===== src/rtl/msi_pkg.sv =====
// Shared widths and the message type for the message interrupt dispatcher.
package msi_pkg;
    localparam int LOG_FIELD_W = 3;
    localparam int ADDR_W      = 64;
    localparam int DATA_W      = 32;
    localparam int PROG_DATA_W = 16;

    typedef struct packed {
        logic [ADDR_W-1:0] addr;
        logic [DATA_W-1:0] data;
    } msi_msg_t;
endpackage


===== src/rtl/msi_msg_build.sv =====
// Composes the address and data of one message write.
// Assumes log_eff has already been clamped to at most VW.
module msi_msg_build #(
    parameter int VW     = 5,
    parameter bit ADDR64 = 1'b1
) (
    input  logic [msi_pkg::LOG_FIELD_W-1:0] log_eff,
    input  logic [VW-1:0]                   vec,
    input  logic [31:0]                     addr_lo,
    input  logic [31:0]                     addr_hi,
    input  logic [msi_pkg::PROG_DATA_W-1:0] data,
    output msi_pkg::msi_msg_t               msg
);
    logic [msi_pkg::PROG_DATA_W-1:0] mixed;

    // Per data bit: take the vector bit when inside the substituted field.
    for (genvar i = 0; i < msi_pkg::PROG_DATA_W; i++) begin : g_bit
        if (i < VW) begin : g_sub
            assign mixed[i] = (int'(log_eff) > i) ? vec[i] : data[i];
        end else begin : g_keep
            assign mixed[i] = data[i];
        end
    end

    // Address variant chosen by parameter.
    if (ADDR64) begin : g_a64
        assign msg.addr = {addr_hi, addr_lo};
    end else begin : g_a32
        assign msg.addr = {32'h0, addr_lo};
    end

    assign msg.data = {{(msi_pkg::DATA_W-msi_pkg::PROG_DATA_W){1'b0}}, mixed};
endmodule


===== src/rtl/msi_first_set.sv =====
// Finds the lowest set bit of a vector; found is low when the vector is zero.
module msi_first_set #(
    parameter int N  = 32,
    localparam int IW = $clog2(N)
) (
    input  logic [N-1:0]  bits,
    output logic          found,
    output logic [IW-1:0] idx
);
    // Downward scan so that the lowest set bit is the last one written.
    always_comb begin
        found = |bits;
        idx   = '0;
        for (int i = N - 1; i >= 0; i--) begin
            if (bits[i]) idx = IW'(i);
        end
    end
endmodule


===== src/rtl/msi_dispatch.sv =====
// Message interrupt dispatcher: accepts device vector requests, emits message
// writes, parks masked vectors as pending and replays them after a
// configuration write. Assumes CAP_VEC is a power of two from 2 to 64 and that
// the register file applies pend_set/pend_clr at the following clock edge.
module msi_dispatch #(
    parameter int CAP_VEC  = 32,
    parameter bit HAS_MASK = 1'b1,
    parameter bit ADDR64   = 1'b1,
    localparam int VW = $clog2(CAP_VEC),
    localparam int LW = msi_pkg::LOG_FIELD_W
) (
    input  logic                    clk,
    input  logic                    rst_n,
    input  logic                    cfg_enable,
    input  logic [LW-1:0]           cfg_log_req,
    input  logic [31:0]             cfg_addr_lo,
    input  logic [31:0]             cfg_addr_hi,
    input  logic [15:0]             cfg_data,
    input  logic [CAP_VEC-1:0]      cfg_mask,
    input  logic [CAP_VEC-1:0]      cfg_pend,
    input  logic                    cfg_wr,
    input  logic                    req_valid,
    input  logic [VW-1:0]           req_vec,
    output logic                    req_ready,
    output logic                    mw_valid,
    output logic [63:0]             mw_addr,
    output logic [31:0]             mw_data,
    input  logic                    mw_ack,
    output logic [CAP_VEC-1:0]      pend_set,
    output logic [CAP_VEC-1:0]      pend_clr,
    output logic                    err,
    input  logic                    intx_req,
    output logic                    intx_out
);
    import msi_pkg::*;

    logic [LW-1:0]      log_eff;
    logic [VW:0]        vec_cnt;
    logic [CAP_VEC-1:0] in_range;
    logic [CAP_VEC-1:0] cand;
    logic               cand_found;
    logic [VW-1:0]      cand_idx;
    logic               req_fire, req_ok, req_masked, req_send, scan_go;
    logic               cfg_hit;
    logic               replay_q;
    logic [VW-1:0]      sel_vec;
    msi_msg_t           msg;

    // Clamp the requested vector-count field to the built capacity.
    assign log_eff = (cfg_log_req > LW'(VW)) ? LW'(VW) : cfg_log_req;
    assign vec_cnt = (VW+1)'(1) << log_eff;

    // Per-vector range flag against the enabled count.
    for (genvar i = 0; i < CAP_VEC; i++) begin : g_rng
        assign in_range[i] = (VW+1)'(i) < vec_cnt;
    end

    // Replay candidates exist only when masking is built in.
    if (HAS_MASK) begin : g_mask
        assign cand       = cfg_pend & ~cfg_mask & in_range;
        assign req_masked = cfg_mask[req_vec];
    end else begin : g_nomask
        assign cand       = '0;
        assign req_masked = 1'b0;
    end

    msi_first_set #(.N(CAP_VEC)) u_first (
        .bits  (cand),
        .found (cand_found),
        .idx   (cand_idx)
    );

    // Acceptance and arbitration: device request beats replay.
    assign req_ready = !mw_valid;
    assign req_fire  = req_valid && req_ready;
    assign req_ok    = cfg_enable && in_range[req_vec];
    assign req_send  = req_fire && req_ok && !req_masked;
    assign scan_go   = replay_q && cfg_enable && !mw_valid && !req_fire && cand_found;
    assign cfg_hit   = cfg_wr && cfg_enable && HAS_MASK;
    assign sel_vec   = req_fire ? req_vec : cand_idx;

    msi_msg_build #(.VW(VW), .ADDR64(ADDR64)) u_build (
        .log_eff (log_eff),
        .vec     (sel_vec),
        .addr_lo (cfg_addr_lo),
        .addr_hi (cfg_addr_hi),
        .data    (cfg_data),
        .msg     (msg)
    );

    // Legacy interrupt is held off while messages are enabled.
    assign intx_out = intx_req && !cfg_enable;

    // Strobe outputs: error, pending set, pending clear.
    always_ff @(posedge clk) begin
        if (!rst_n) begin
            err      <= 1'b0;
            pend_set <= '0;
            pend_clr <= '0;
        end else begin
            err      <= req_fire && !req_ok;
            pend_set <= (req_fire && req_ok && req_masked) ? (CAP_VEC'(1) << req_vec) : '0;
            pend_clr <= (cfg_hit ? (cfg_pend & ~in_range) : '0)
                      | (scan_go ? (CAP_VEC'(1) << cand_idx) : '0);
        end
    end

    // Replay sequence flag: armed by a config write, dropped when nothing is left.
    always_ff @(posedge clk) begin
        if (!rst_n) begin
            replay_q <= 1'b0;
        end else if (cfg_hit) begin
            replay_q <= 1'b1;
        end else if (!cfg_enable || (replay_q && !mw_valid && !req_fire && !cand_found)) begin
            replay_q <= 1'b0;
        end
    end

    // Single outstanding write with a held payload.
    always_ff @(posedge clk) begin
        if (!rst_n) begin
            mw_valid <= 1'b0;
            mw_addr  <= '0;
            mw_data  <= '0;
        end else if (mw_valid && mw_ack) begin
            mw_valid <= 1'b0;
        end else if (!mw_valid && (req_send || scan_go)) begin
            mw_valid <= 1'b1;
            mw_addr  <= msg.addr;
            mw_data  <= msg.data;
        end
    end
endmodule


===== config.mk =====
export PLATFORM = sky130hd
export DESIGN_NAME = msi_dispatch
export DESIGN_NICKNAME = d
export VERILOG_FILES = /design/src/rtl/msi_pkg.sv /design/src/rtl/msi_msg_build.sv /design/src/rtl/msi_first_set.sv /design/src/rtl/msi_dispatch.sv
export SDC_FILE = /design/constraint.sdc
export NUM_CORES = 1
export LEC_CHECK = 0
export BUFFER_PORTS_ARGS = -buffer_cell sky130_fd_sc_hd__buf_2
export CAP_MARGIN = 20
export CORE_AREA = 2 2 126 128
export DETAILED_ROUTE_END_ITERATION = 12
export DIE_AREA = 0 0 128 130
export PLACE_DENSITY = 0.86
export SYNTH_ARGS = -nofsm -noshare
export SYNTH_HDL_FRONTEND = slang
export SYNTH_SLANG_ARGS = --single-unit

===== constraint.sdc =====
create_clock -name clk -period 5.1 [get_ports clk]
set_input_delay 1.02 -clock clk [delete_from_list [all_inputs] [get_ports clk]]
set_output_delay 1.02 -clock clk [all_outputs]
set_load 0.02 [all_outputs]

==> impl_metrics.json <==
{
  "dp_slack_ns": 1.17,
  "fin_ws_ns": 1.56,
  "drv_slew": 0,
  "drive_gt1_frac": 0.371,
  "post-route-cell-area_um2": 8710,
  "finalWeightedCongestion": 0.924,
  "synth_area_leaders": "dfxtp_1 (44%), mux2i_1 (13%), nor2b_1 (12%)",
  "fin_worst_skew_ns": 0.0136,
  "viasPerCell": 5.19,
  "placed_cells": 1151,
  "antenna_found_initial": 0,
  "finalCriticalPeriod_ns": 3.54,
  "cp_slowest_stage_delay_ns": 0.56,
  "period_share": 0.694,
  "async_flop_share": 0,
  "worst_slew_pin_slew_ns": 0.811,
  "cts_max_level": 4,
  "die-area_um2": 16600,
  "wirelength_um": 19600,
  "cp.required_ns": 5.41,
  "maxSlewHeadroom": 0.456,
  "utilization": 0.565,
  "synth_top_area_cell": "dfxtp_1",
  "final_cell_count_no_fill": 1183,
  "track_usage": 0.229,
  "synthFlopType": "dfxtp_1",
  "worstSetupEndpointType": "register",
  "n_antenna_cell": 0,
  "area_growth_pct": 31.6,
  "grt_pass1_wl_um": 29600,
  "worstPathCellList": "buf_2, mux4_2, o2111ai_1, o31ai_1, o21ai_1, a32o_4, buf_4, mux2i_1, nor2b_1",
  "grt.overflow.total": 0,
  "rsz0062_at_grt": "no",
  "start_kind": "primary input",
  "firstDrtPassIters": 6,
  "crit_family": "compound AO/OA/AOI/OAI gates",
  "cts_setup_buffers": 0,
  "routedWlPerCell_um": 16.6,
  "drc": 0,
  "path_buf_inv": 2,
  "syn_area_um2": 6620,
  "ys_seq_area_frac": 0.444,
  "critPathSlowestCell": "mux4_2",
  "post_cts_resized": 0,
  "hold_viol": 0,
  "syn_area_per_cell_um2": 9.67,
  "synthTopCellsByCount": "dfxtp_1 (147), nor2b_1 (129), mux2i_1 (83)",
  "cp_max_fo": 24,
  "post-synth-top-count-cell": "dfxtp_1",
  "pwr_density_cell_nw_per_um2": 320,
  "start_util": 0.429,
  "grt_pass1_vias": 5740,
  "dp_hpwl_um": 14900,
  "status": "completed",
  "ys_warn_count": 0,
  "dieWidth_um": 128,
  "cts.clk_slew.worst_paths_ns": 0.06,
  "fmax_ghz": 0.283,
  "io_buffers": 306,
  "p_leak_uw": 0.00385,
  "fin_nets": 1137,
  "cts_tree": "built",
  "drtAntennaViolNets": 0,
  "netlist_instances": 685,
  "crit_type": "primary input to register",
  "synth_edf_count": 0,
  "irDropWorstVdd_v": 0.000217,
  "std_cell_rows": 46,
  "dieHeight_um": 130,
  "pin_count": 323,
  "cts_sinks": 147,
  "clockBufferDepth": 2,
  "coreArea_um2": 15400,
  "synth_top_area_frac": 0.444,
  "hold_path.class": "register to register",
  "postCtsHoldBufs": 0,
  "num_vias": 6141,
  "synth.distinct_cells": 66,
  "dpl-instance-area_um2": 8150,
  "ys_ff_latch": 147,
  "ff2ff_setup_slack_ns": 2.70,
  "cts_root_buf": "clkbuf_16",
  "cts_buffers": 17,
  "fin_tns_setup_ns": 0,
  "maxCapViolCount": 0,
  "n_fill_cell": 1361,
  "clk_latency_ns": 0.43,
  "grt_max_degree": 76,
  "arrival_ns": 3.85,
  "setup_viol": 0,
  "drt_iter0_drc": 364
}
[report_power, final]
part           total, µW  leakage, µW  switching [µW]  internal [µW]
registers           1190      0.00119            12.8           1180
logic                406      0.00240             240            166
clock network       1190     0.000263             495            700
total               2790      0.00385             748           2040
[final timing paths]
check,from,end,cells past startpoint
worst max-delay path,req_vec[1],mw_addr[14],9
worst min-delay path,mw_data[2],mw_data[2],2
worst max register to register,mw_valid,mw_addr[14],5
worst min register to register,mw_data[2],mw_data[2],2
[kinds of logic after synthesis]
group / count (synthesis) / synth area share
and+or+nand+nor: 281 / 0.241
DFF: 147 / 0.444
AOI/OAI and AO/OA: 110 / 0.114
muxes: 90 / 0.144
buffers and inverters: 56 / 0.0556
other: 1 / 0.000566
[final cells by class]
type	instances	area (µm²)	share of cell area
clock buffer	22	464	0.0533
clock inverter	10	100	0.0115
inverter	6	22.5	0.00258
multi-input combinational	497	3380	0.388
sequential	147	2940	0.338
tap	192	240	0.0276
timing repair buffer	309	1570	0.180
[worst min-delay path, stage by stage (launching register included)]
cell     delay, ns
dfxtp_1       0.31
nand2_1       0.05
o21ai_0       0.06
[per-layer routing]
metal  vias up  track usage  share of wire  wire [µm]
met2       352        0.377           0.47       9280
met5         -            0              0          0
li1       2916            -              -          -
met3        48       0.0726           0.10       1990
met1      2825        0.277           0.40       7750
met4         0        0.103          0.029        577
[layout by cell type (no fill, tap or decap), types with 3 or more instances in the layout]
cell type	instances
nand3_1	6
o21ai_0	31
o211ai_1	3
nand2b_1	14
nor3_1	8
dfxtp_1	147
nand2_1	40
clkinvlp_4	4
clkbuf_1	3
or2_2	6
or3_4	3
o21a_1	4
buf_2	306
a21oi_1	16
mux2i_1	83
mux2_2	3
clkbuf_16	17
o31ai_1	4
nor2b_1	129
mux4_2	4
nor2_1	53
o21ai_1	6
a31oi_1	4
a22oi_1	17
conb_1	16
inv_1	6
[sequential cells by signal, indices dropped and copies added, names as in the netlist]
signal    cells
pend_set     32
mw_addr      64
replay_q      1
err           1
mw_valid      1
mw_data      16
pend_clr     32
[per-stage QoR]
step / hold slack (ns) / power, µW
floorplan: 0.465 / 1480
detailed placement: 0.446 / 1610
global placement: 0.449 / 1610
global route: 0.505 / 2890
finish: 0.473 / 2790
CTS: 0.469 / 2800
Note: power is estimated with default switching activity, not from simulation.
